<file path="src/rtl/adc_irq_pkg.sv">
package adc_irq_pkg;
  localparam int STAT_W = 8;
  localparam int BIT_RDY_P = 0;
  localparam int BIT_RDY_A = 1;
  localparam int BIT_OVR   = 3;
  localparam int BIT_THX   = 4;
  localparam int BIT_ACC   = 6;
  localparam logic [STAT_W-1:0] LIVE_BITS =
    STAT_W'((1 << BIT_RDY_P) | (1 << BIT_RDY_A) | (1 << BIT_OVR) |
            (1 << BIT_THX) | (1 << BIT_ACC));
  typedef enum logic [1:0] {
    REG_STAT = 2'd0,
    REG_MASK = 2'd1,
    REG_PDAT = 2'd2,
    REG_ADAT = 2'd3
  } reg_sel_e;
endpackage

</file>
<file path="src/rtl/adc_rdy_unit.sv">
module adc_rdy_unit (
  input  logic clk,
  input  logic rst_n,
  input  logic p_done_i,
  input  logic a_done_i,
  input  logic cal_done_i,
  input  logic rd_pdat_i,
  input  logic rd_adat_i,
  output logic rdy_p_o,
  output logic rdy_a_o
);
  logic aux_seen;
  logic set_p, set_a, clr_a;

  assign set_p = p_done_i | cal_done_i;
  assign set_a = a_done_i | cal_done_i;
  assign clr_a = rd_pdat_i & aux_seen;

  always_ff @(posedge clk) begin
    if (!rst_n) begin
      rdy_p_o  <= 1'b0;
      rdy_a_o  <= 1'b0;
      aux_seen <= 1'b0;
    end else begin
      if (set_p)          rdy_p_o <= 1'b1;
      else if (rd_pdat_i) rdy_p_o <= 1'b0;
      if (set_a)          rdy_a_o <= 1'b1;
      else if (clr_a)     rdy_a_o <= 1'b0;
      if (rd_adat_i)      aux_seen <= 1'b1;
      else if (rd_pdat_i) aux_seen <= 1'b0;
    end
  end

  p_set_p_r3: assert property (@(posedge clk) disable iff (!rst_n)
    p_done_i |=> rdy_p_o);
  p_set_wins_r5: assert property (@(posedge clk) disable iff (!rst_n)
    (set_p && rd_pdat_i) |=> rdy_p_o);
  p_aux_needs_seq_r4: assert property (@(posedge clk) disable iff (!rst_n)
    (rdy_a_o && rd_pdat_i && !aux_seen) |=> rdy_a_o);
endmodule

</file>
<file path="src/rtl/adc_thresh_unit.sv">
module adc_thresh_unit #(
  parameter int RES_W = 24,
  parameter int CNT_W = 8
) (
  input  logic             clk,
  input  logic             rst_n,
  input  logic             conv_i,
  input  logic [RES_W-1:0] result_i,
  input  logic [RES_W-1:0] thresh_i,
  input  logic             cmp_en_i,
  input  logic             cnt_en_i,
  input  logic [CNT_W-1:0] limit_i,
  output logic             thex_o
);
  logic [RES_W-1:0] mag;
  logic             over;
  logic [CNT_W-1:0] run, run_nxt;

  assign mag     = result_i[RES_W-1] ? (~result_i + 1'b1) : result_i;
  assign over    = mag > thresh_i;
  assign run_nxt = (run >= limit_i) ? limit_i : run + 1'b1;

  always_ff @(posedge clk) begin
    if (!rst_n || !cmp_en_i) begin
      run    <= '0;
      thex_o <= 1'b0;
    end else if (conv_i) begin
      if (!over) begin
        run    <= '0;
        thex_o <= 1'b0;
      end else begin
        run    <= run_nxt;
        thex_o <= cnt_en_i ? (run_nxt == limit_i) : 1'b1;
      end
    end
  end

  p_off_clears_r6: assert property (@(posedge clk) disable iff (!rst_n)
    !cmp_en_i |=> !thex_o);
  p_below_clears_r7: assert property (@(posedge clk) disable iff (!rst_n)
    (cmp_en_i && conv_i && !over) |=> !thex_o);
endmodule

</file>
<file path="src/rtl/adc_ovr_unit.sv">
module adc_ovr_unit (
  input  logic clk,
  input  logic rst_n,
  input  logic en_i,
  input  logic tick_i,
  input  logic det_i,
  input  logic gain_wr_i,
  output logic ovr_o
);
  logic hit;
  assign hit = en_i & tick_i & det_i;

  always_ff @(posedge clk) begin
    if (!rst_n)                 ovr_o <= 1'b0;
    else if (hit)               ovr_o <= 1'b1;
    else if (!en_i || gain_wr_i) ovr_o <= 1'b0;
  end

  p_sticky_r8: assert property (@(posedge clk) disable iff (!rst_n)
    (ovr_o && en_i && !gain_wr_i) |=> ovr_o);
  p_no_tick_r8: assert property (@(posedge clk) disable iff (!rst_n)
    (!ovr_o && !tick_i) |=> !ovr_o);
endmodule

</file>
<file path="src/rtl/adc_irq_ctrl.sv">
module adc_irq_ctrl
  import adc_irq_pkg::*;
#(
  parameter int RES_W = 24,
  parameter int CNT_W = 8,
  parameter int BUS_W = 32
) (
  input  logic             clk,
  input  logic             rst_n,
  input  logic             p_done,
  input  logic [RES_W-1:0] p_result,
  input  logic             a_done,
  input  logic [RES_W-1:0] a_result,
  input  logic             cal_done,
  input  logic             cmp_en,
  input  logic             cnt_en,
  input  logic [RES_W-1:0] thresh,
  input  logic [CNT_W-1:0] cnt_limit,
  input  logic             ovr_en,
  input  logic             ovr_tick,
  input  logic             ovr_det,
  input  logic             gain_wr,
  input  logic             acc_thex,
  input  logic             bus_rd,
  input  logic             bus_wr,
  input  logic [1:0]       bus_addr,
  input  logic [7:0]       bus_wdata,
  output logic [BUS_W-1:0] bus_rdata,
  output logic             irq
);
  localparam int EXT_W = BUS_W - RES_W;

  logic [RES_W-1:0]  p_data, a_data;
  logic [STAT_W-1:0] mask, status;
  logic              rdy_p, rdy_a, thex, ovr, acc_q;
  logic              rd_pdat, rd_adat, wr_mask;
  logic [BUS_W-1:0]  rd_mux;

  assign rd_pdat = bus_rd && (reg_sel_e'(bus_addr) == REG_PDAT);
  assign rd_adat = bus_rd && (reg_sel_e'(bus_addr) == REG_ADAT);
  assign wr_mask = bus_wr && (reg_sel_e'(bus_addr) == REG_MASK);

  adc_rdy_unit u_rdy (
    .clk, .rst_n,
    .p_done_i(p_done), .a_done_i(a_done), .cal_done_i(cal_done),
    .rd_pdat_i(rd_pdat), .rd_adat_i(rd_adat),
    .rdy_p_o(rdy_p), .rdy_a_o(rdy_a)
  );

  adc_thresh_unit #(.RES_W(RES_W), .CNT_W(CNT_W)) u_thx (
    .clk, .rst_n,
    .conv_i(p_done), .result_i(p_result), .thresh_i(thresh),
    .cmp_en_i(cmp_en), .cnt_en_i(cnt_en), .limit_i(cnt_limit),
    .thex_o(thex)
  );

  adc_ovr_unit u_ovr (
    .clk, .rst_n,
    .en_i(ovr_en), .tick_i(ovr_tick), .det_i(ovr_det),
    .gain_wr_i(gain_wr), .ovr_o(ovr)
  );

  always_comb begin
    status            = '0;
    status[BIT_RDY_P] = rdy_p;
    status[BIT_RDY_A] = rdy_a;
    status[BIT_OVR]   = ovr;
    status[BIT_THX]   = thex;
    status[BIT_ACC]   = acc_q;
  end

  always_comb begin
    case (reg_sel_e'(bus_addr))
      REG_STAT: rd_mux = BUS_W'(status);
      REG_MASK: rd_mux = BUS_W'(mask);
      REG_PDAT: rd_mux = {{EXT_W{p_data[RES_W-1]}}, p_data};
      default:  rd_mux = {{EXT_W{a_data[RES_W-1]}}, a_data};
    endcase
  end

  always_ff @(posedge clk) begin
    if (!rst_n) begin
      p_data    <= '0;
      a_data    <= '0;
      mask      <= '0;
      acc_q     <= 1'b0;
      irq       <= 1'b0;
      bus_rdata <= '0;
    end else begin
      if (p_done)  p_data <= p_result;
      if (a_done)  a_data <= a_result;
      if (wr_mask) mask   <= bus_wdata & LIVE_BITS;
      if (bus_rd)  bus_rdata <= rd_mux;
      acc_q <= acc_thex;
      irq   <= |(status & mask);
    end
  end

  p_mask_wr_r2: assert property (@(posedge clk) disable iff (!rst_n)
    wr_mask |=> (mask == ($past(bus_wdata) & LIVE_BITS)));
  p_irq_high_r10: assert property (@(posedge clk) disable iff (!rst_n)
    (|(status & mask)) |=> irq);
  p_irq_low_r10: assert property (@(posedge clk) disable iff (!rst_n)
    !(|(status & mask)) |=> !irq);
  p_acc_follow_r9: assert property (@(posedge clk) disable iff (!rst_n)
    acc_thex |=> status[BIT_ACC]);
  p_data_keep_r11: assert property (@(posedge clk) disable iff (!rst_n)
    !p_done |=> $stable(p_data));
endmodule

</file>
<file path="config.mk">
export PLATFORM = sky130hd
export DESIGN_NAME = adc_irq_ctrl
export DESIGN_NICKNAME = d
export VERILOG_FILES = /design/src/rtl/adc_irq_pkg.sv /design/src/rtl/adc_rdy_unit.sv /design/src/rtl/adc_thresh_unit.sv /design/src/rtl/adc_ovr_unit.sv /design/src/rtl/adc_irq_ctrl.sv
export SDC_FILE = /design/constraint.sdc
export NUM_CORES = 1
export LEC_CHECK = 0
export ABC_AREA = 1
export CAP_MARGIN = 20
export CORE_ASPECT_RATIO = 1.1
export CORE_MARGIN = 2
export CORE_UTILIZATION = 50
export CTS_CLUSTER_DIAMETER = 60
export DETAILED_ROUTE_END_ITERATION = 16
export HOLD_SLACK_MARGIN = 0.1
export PLACE_DENSITY = 0.79
export SLEW_MARGIN = 25
export SYNTH_ARGS = -nofsm -noshare
export SYNTH_HDL_FRONTEND = slang
export SYNTH_HIERARCHICAL = 1
export SYNTH_SLANG_ARGS = --single-unit
</file>
<file path="constraint.sdc">
create_clock -name clk -period 8.9 [get_ports clk]
set_clock_uncertainty 0.2 [all_clocks]
set_input_delay 1.78 -clock clk [delete_from_list [all_inputs] [get_ports clk]]
set_output_delay 1.78 -clock clk [all_outputs]
set_load 0.1 [all_outputs]
</file>
==> impl_summary.md, run 1 <==
Worst hold path
The type of the tightest min-delay check is reg2reg. The startpoint identified for the worst hold timing path is bus_rdata[0].

Die
The floorplan die area is around 12000 µm². The placeable core region is 10810 µm². The overall die height is roughly 110 µm. Once the floorplan was initialized, standard cells occupied 50.72% of the core.

The horizontal extent of the die is 103.8 µm. During I/O placement, the number of pins put on the boundary was 137. The floorplan has 40 rows.

GRT
The number of antenna violations at the first check in global routing is 0. The via count of the first global-routing pass is slightly above 5000. The largest net degree at the start of global routing is 78. The first global-routing pass estimated about 22000 µm of wire. The global-route total usage across every layer is 22.68%. For this run the aggregate overflow at the end of global routing stands at 0.

STA
Setup violations remaining at the end of the flow were counted as 0. Setup repair after global routing left no endpoint under its margin. The worst-case hold slack is 269.9 ps. The final hold violation count is 0. The worst setup slack after layout is 3665 ps. Subtracting the final worst setup slack from the clock period gives 5235 ps. Measured against its own limit, the worst slew margin works out to 33.29%.

At the pin with the least slew margin, the transition time is between 900 and 1000 ps. Summed over all failing endpoints, the final setup total negative slack is 0 ps. The max-slew violation count is 0. The share of the cycle needed by the critical path after routing is between 50% and 60%. Derived from the worst setup path, the maximum achievable clock frequency is 191.0 MHz.

Route
The remaining antenna violation count after routing is 0. The remaining design rule violation count is 0. Using the TritonRoute via totals, the vias-per-cell ratio works out to 4.944. The via count is 5349. The final layout contains routed wiring with a total length of 13070 µm. The number of optimization iterations in the first detailed-route pass is 5. The first routing iteration left 251 violations. Dividing the detail-routed wire length by the instance count gives 12.08 µm.

Worst setup path
The type of destination of the critical path is a flop. The worst path arrival time is approximately 5300 ps. The startpoint class of the critical path is a primary input. The required time of the critical path is 8970 ps. The critical path starts at p_result[0].

Walking the worst path, the cells encountered are clkdlybuf4s50_1 > inv_1 > ha_1 > nand4_1 > nor2_1 > nand2_1 > nor3_2 > nand2_1 > nand2_1 > o21ai_2 > inv_1 > o21ai_0 > xor2_1 > ha_1 > nand2_1 > inv_1 > nand4_1 > nor3_1 > nand2_1 > a31oi_2 > o21ai_1 > a21oi_1. The worst setup path is of the in2reg kind. The launch point of the worst reg-to-reg path is u_thx/run[5].

The critical-path cell with the highest stage delay is clkdlybuf4s50_1. The sum of buffers and inverters on the critical path is 4. By instance count, the cell type seen most on the critical path is nand2_1.

Grouping stages by cell kind, the critical path spends the most delay in simple AND/OR/NAND/NOR gates. In this run the worst path has a maximum fanout of 9. In this design, the stage delay of the slowest critical-path cell is approximately 450 ps.

Power and ir drop
Per report_power, the sequential group accounts for 41.8% of the total. The leakage power total is 3.302 nW. In this run the power density over the cells is 150.3 nW/µm². The fraction of power consumed by the clock network is 37.8%. The net switching share of the total power is about 29%. The net switching component of the power is 0.0003098 W. The combinational fraction of design power is 20.4%.

The internal portion of the total power is around 0.00076 W. The maximum ir drop on the vdd rail is 0.00008495 V.

Layout
The number of antenna cells inserted is 0. The synthesis-to-layout area growth is 29.28%. The number of nets in the layout is 1068.

The count of non-filler cells in the finished layout is about 1100. In the final layout, the share of cells above drive strength 1 is 4.706%.

Yosys
After technology mapping, the gate count stands at around 820. Yosys printed 6 warnings. The total standard cell area after synthesis is between 5000 and 6000 µm². The number of library cell types mapped by synthesis is 38. The register bit total from synthesis is 92. After synthesis, the mean cell area works out to around 6.7 µm².

The synthesized net count is slightly below 1000. Summing the sequential cell areas from Yosys gives 33.59% of the chip area.

Place
The quantity of I/O buffers inserted on ports is 133. The placed cell count is 1066. The sum of net half-perimeters after detailed placement is a little under 10000 µm.

Routability-driven placement finished with a final weighted congestion of between 0.8 and 0.9. OpenSTA, run right after detailed placement, puts the worst setup slack at between 3000 and 4000 ps.

Clocking
Hold repair after CTS inserted 0 buffers. The number of levels the H-tree was split into is 3. The master cell of the clock root buffer is clkbuf_16.

The post-CTS setup-driven buffer insertion count is 0. The maximum buffer depth of the clock tree is 2. TritonCTS built the clock tree.

After clock tree synthesis, the repair step resized 0 gates. Clock-pin slew was measured on the worst setup and hold paths at 70 ps. The clock sink count is a little over 90.

In this run, CTS created clock tree buffers numbering 9. The clock latency of the later-clocked register in the worst-skew pair is 340 ps.

Flow run
The tool flagged a number of max-cap violations equal to 0.

Status
The run finished with clean final reports.
## area by class of cell
cell class	instances	area (µm²)
clock buffer	10	239.0
sequential	92	1842
multi-input combinational	589	3020
fill	1036	3722
inverter	104	390.4
timing repair buffer	134	1334
tap	147	183.9
clock inverter	6	78.83
## worst register-to-register path, cell delays in order, from the launching register on
cell,delay (ps)
dfxtp_1,410
ha_1,270
a21oi_1,150
nor2_1,50
nor2_1,630
nand2_2,370
o21ai_0,240
nand2_1,90
nand2_1,70
nor2_1,50
nand2_1,60
nand2_1,50
nand2_1,50
a21oi_1,60
## cell usage in the layout (no fill, tap or decap), drive strengths merged
cell type      Yosys  layout
a31oi              1       1
bufinv             0       1
a21oi             41      41
xnor2              9       9
xor2              12      12
nor3              10      10
o211ai             1       1
nor2             146     146
o21bai             3       3
nand2            192     192
clkinv             1       2
nand3             35      35
dfxtp             92      92
buf               29       2
nand4             20      20
o21a               1       1
a21o               1       1
nor4               1       1
ha                34      34
or2                1       1
a21boi             1       1
inv              103     107
o31ai              1       1
o21ai             79      79
clkbuf             9      10
clkdlybuf4s50      0     132
## routing by layer
layer	GRT usage, %	up-vias	share of wire, %
li1	-	2818	-
met1	26.93	2399	44
met2	41.89	119	50
met3	3.600	13	4.2
met4	7.387	0	1.4
met5	0	-	0
## worst paths after layout
check | slack [ps] | cells after the start | endpoint
worst max register to register | 6020 | 13 | u_thx/thex_o
worst min register to register | 270 | 2 | bus_rdata[0]
worst max-delay path | 3660 | 22 | u_thx/run[6]
worst min-delay path | 270 | 2 | bus_rdata[0]
## kinds of logic after synthesis
group                      Yosys count  share of synthesized area (%)
xor gates and xnor gates            21                          3.355
AOI/OAI and AO/OA                  129                          12.62
and+or+nand+nor                    405                          31.36
adders and majority gates           34                          7.759
buffers and inverters              142                          11.32
DFF                                 92                          33.59
## power groups by stage
stage          logic [W]  registers (W)  clock network, W
2_1_floorplan   0.000110       0.000480                 0
3_3_place_gp    0.000214       0.000454                 0
3_5_place_dp    0.000217       0.000454                 0
4_1_cts         0.000218       0.000445          0.000410
5_1_grt         0.000242       0.000448          0.000426
6_report        0.000217       0.000445          0.000403
## state kept, by name (all words and copies together), names as in the netlist
signal,count
u_rdy/rdy_a_o,1
a_data,24
u_rdy/rdy_p_o,1
u_thx/thex_o,1
u_thx/run,8
u_ovr/ovr_o,1
irq,1
mask,5
acc_q,1
p_data,24
u_rdy/aux_seen,1
bus_rdata,24
## stage by stage
stage                     util, %  cell area (µm²)  power [W]
after floorplan                 -             5483  0.0005899
after global placement      62.63             6770  0.0006679
after detailed placement    62.63             6770  0.0006712
after CTS                   65.57             7088   0.001073
after global routing        65.57             7088   0.001116
final                       65.57             7088   0.001065
## Yosys cell counts
library cell	instances	area [µm²]
xor2_1	12	105.1
nor2_4	2	22.52
nand2_4	1	11.26
nand2_1	189	709.4
clkbuf_1	9	33.78
inv_1	97	364.1
o21ai_0	54	270.3
o31ai_1	1	7.510
nor3_1	6	30.03
a31oi_2	1	12.51
buf_4	13	97.59
a21oi_1	39	195.2
o21ai_2	3	26.28
nand3_4	1	17.52
a21oi_2	2	17.52
buf_6	3	33.78
xnor2_1	9	78.83
inv_2	6	22.52
or2_0	1	6.260
nand2_2	2	12.51
nor2_2	2	12.51
o21bai_1	3	22.52
nor3_2	2	20.02
a21boi_0	1	7.510
nor3_4	2	32.53
o21a_1	1	7.510
dfxtp_1	92	1842
a21o_1	1	7.510
nand3_2	2	20.02
nand4_1	20	125.1
o211ai_1	1	7.510
nor2_1	142	533.0
buf_2	13	65.06
ha_1	34	425.4
clkinv_1	1	3.750
o21ai_1	22	110.1
nand3_1	32	160.2
nor4_1	1	6.260
(Power assumes the default switching activity.)
==> run 2, diff against run 1 <==
clock period = 5.2 ns   (was 8.9 ns; I/O delays follow)
==> run 2 against run 1 <==
Against the previous run: first-iteration DRC count rose by 6.4%; die area did not move; non-clock buffer count rose by 2; count of clock-buffer cells in the layout fell by 1; register-to-register slack got worse by 3500 ps; routed wire length barely moved; sequential share of layout area barely moved; global-route usage rose by 0.084 points; core utilization fell by 0.058 points; worst hold slack got worse by 1.4 ps; worst setup slack got worse by 2900 ps; critical path type unchanged; critical endpoint unchanged; largest cell class unchanged.
==> impl_summary.md, run 2 (synthesized netlist as in run 1, its figures left out) <==
Status
The run finished with clean final reports.

STA
The shortest clock period the worst path allows after layout is roughly 4400 ps. The count of endpoints failing setup in the final report is 0 (unchanged). The slew at the pin closest to its max-slew limit is 1012 ps (+14.56 ps). The max-slew violation count is 0 (unchanged). Setup repair after global routing left no endpoint under its margin. Timing would allow up to 227.6 MHz. The normalized max-slew margin came to 32.32% (-0.97 points). The share of the cycle needed by the critical path after routing is 84.50%. The final hold violation count is 0 (unchanged).

The setup total negative slack is 0 ps (unchanged).

Worst setup path
The sum of buffers and inverters on the critical path is 4 (unchanged). In this design, the critical path's most frequently occurring cell is nand2_1. The category of the most critical setup path is in2reg. The worst path arrival time was 4450 ps (-850 ps). The largest fanout on the critical path was 9 (unchanged). The required time of the critical path is 5260 ps (-3710 ps). The critical path goes through clkdlybuf4s50_1 > inv_1 > ha_1 > nand4_1 > nor2_1 > nand2_1 > nor3_2 > nand2_1 > nand2_1 > o21ai_2 > inv_1 > o21ai_0 > xor2_1 > ha_1 > nand2_1 > inv_1 > nand4_1 > nor3_1 > nand2_1 > a31oi_2 > o21ai_1 > a21oi_1. The critical path's largest stage delay was 460 ps (about the same). The kind of cell with the highest combined delay along the critical path is simple AND/OR/NAND/NOR gates.

The worst setup path is captured at a flop. The critical-path cell with the highest stage delay is clkdlybuf4s50_1. The startpoint class of the critical path is a primary input.

GRT
The global routing usage on met1 was 26.85% (-0.083 points). The remaining global-route overflow is 0 (unchanged). The number of antenna violations at the first check in global routing is 0 (unchanged).

The global-route wire length before repair came to 22220 µm (about the same). The met2 track demand over resource in global routing is 41.45% (-0.44 points). The via count of the first global-routing pass is 5075 (-0.72%).

The largest net degree at the start of global routing is 58 (-26%). The routing usage on met3 came to 4.286% (+0.69 points). The global-route total usage across every layer is 22.76% (+0.084 points). The layer carrying the most global-route usage is met2.

Route
The final routed wirelength across all metal layers is 13070 µm (about the same). The average wire per cell in the routed design was 12.06 µm (about the same). The remaining antenna violation count after routing was 0 (unchanged). The via count is 5329 (-0.37%). The remaining design rule violation count is 0 (unchanged). The detailed-route vias per instance is 4.921 (-0.47%). The number of optimization iterations in the first detailed-route pass is 5 (unchanged). The detailed router's first-iteration violation count is 267 (+6.4%).

Place
The final weighted congestion in routability-driven placement was 0.8699 (-1.6%). The area of placed instances came to 6785 µm² (+0.22%). The quantity of I/O buffers inserted on ports was 133 (unchanged). The sum of net half-perimeters after detailed placement is 9890 µm (+2.4%).

Clocking
The number of levels the H-tree was split into is 3 (unchanged). The clock sink count was 92 (unchanged). The clock latency of the later-clocked register in the worst-skew pair is 330 ps (about the same). The number of clock buffers inserted by TritonCTS is 9 (unchanged). The number of buffers inserted for hold repair after clock tree synthesis is 0 (unchanged). The count of instances resized after the clock tree is built is 0 (unchanged). The root buffer cell chosen for the clock tree is clkbuf_16.

The maximum buffer depth of the clock tree is 2 (unchanged). TritonCTS built the clock tree. The post-CTS setup-driven buffer insertion count is 0 (unchanged). The clock transition at the registers of the reported paths is 60 ps (about the same).

Die
The starting utilization of the core area is 50.72% (unchanged). The horizontal extent of the die is 103.8 µm (unchanged). The placeable core region is 10810 µm² (unchanged). The top-level port count is 137 (unchanged). The total number of placement rows is 40 (unchanged). The floorplan die area is 11820 µm² (unchanged).

The overall die height is 113.8 µm (unchanged).

Power and ir drop
The leakage power total is 3.298 nW (-0.14%). The power density relative to cell area was 252.2 nW/µm² (+68%). The maximum ir drop on the vdd rail is 0.0002130 V (+150%).

Layout
Leaving out fill and tap cells, the most frequent cells in the layout are 189 x nand2_1, 142 x nor2_1, 132 x clkdlybuf4s50_1. The finished layout cell area is 7082 µm² (about the same). The number of antenna cells inserted is 0 (unchanged). The number of nets in the layout is 1070 (+0.19%). The proportion of layout cells with a drive suffix above 1 is 4.808% (+0.10 points). The most common cell after layout, fill and taps aside is nand2_1. The largest registers in the layout are a_data x24, bus_rdata x24, p_data x24. The synthesis-to-layout area growth is 29.16% (about the same).

Worst hold path
The type of the tightest min-delay check is reg2reg.

Flow run
The number of max-capacitance violations reported was 0 (unchanged).
run 2: metal layers:
layer	up-vias	wire length, µm
met1	2360	5769
met4	0	272
met2	123	6436
met5	-	0
met3	21	586
li1	2825	-
run 2: metrics by stage:
stage               utilization (%)  worst slack, ps  std cells  hold WS, ps  total power (W)
floorplan                         -             1463        823        237.8         0.001010
global placement              62.77            496.2       1068        254.0         0.001144
detailed placement            62.77            481.4       1068        259.5         0.001150
CTS                           65.51            802.0       1083        269.3         0.001800
global route                  65.51            494.3       1083        286.8         0.001877
finish                        65.51            805.9       1083        268.5         0.001786
run 2: report_power, final:
part / total, W / switching [W] / internal, W
Sequential: 0.000762 / 0.0000204 / 0.000742
Clock: 0.000652 / 0.000277 / 0.000375
Combinational: 0.000372 / 0.000217 / 0.000155
run 2: final cells by class:
class | count | area [µm²]
fillers | 1026 | 3729
clock buffers | 9 | 225.2
well taps | 147 | 183.9
clock inverters | 6 | 71.32
inverters | 104 | 390.4
multi-input cells | 589 | 3020
repair buffers | 136 | 1349
flip-flops and latches | 92 | 1842
run 2: worst min-delay path: stages (launching register included):
cell,delay [ps]
dfxtp_1,320
inv_1,50
a21oi_1,50
run 2: path summary, 6_finish.rpt:
check	end	from	slack [ps]	cells after the start
worst max-delay path	u_thx/run[6]	p_result[0]	810	22
worst min-delay path	mask[4]	mask[4]	270	2
worst max register to register	u_thx/thex_o	u_thx/run[0]	2500	16
worst min register to register	mask[4]	mask[4]	270	2
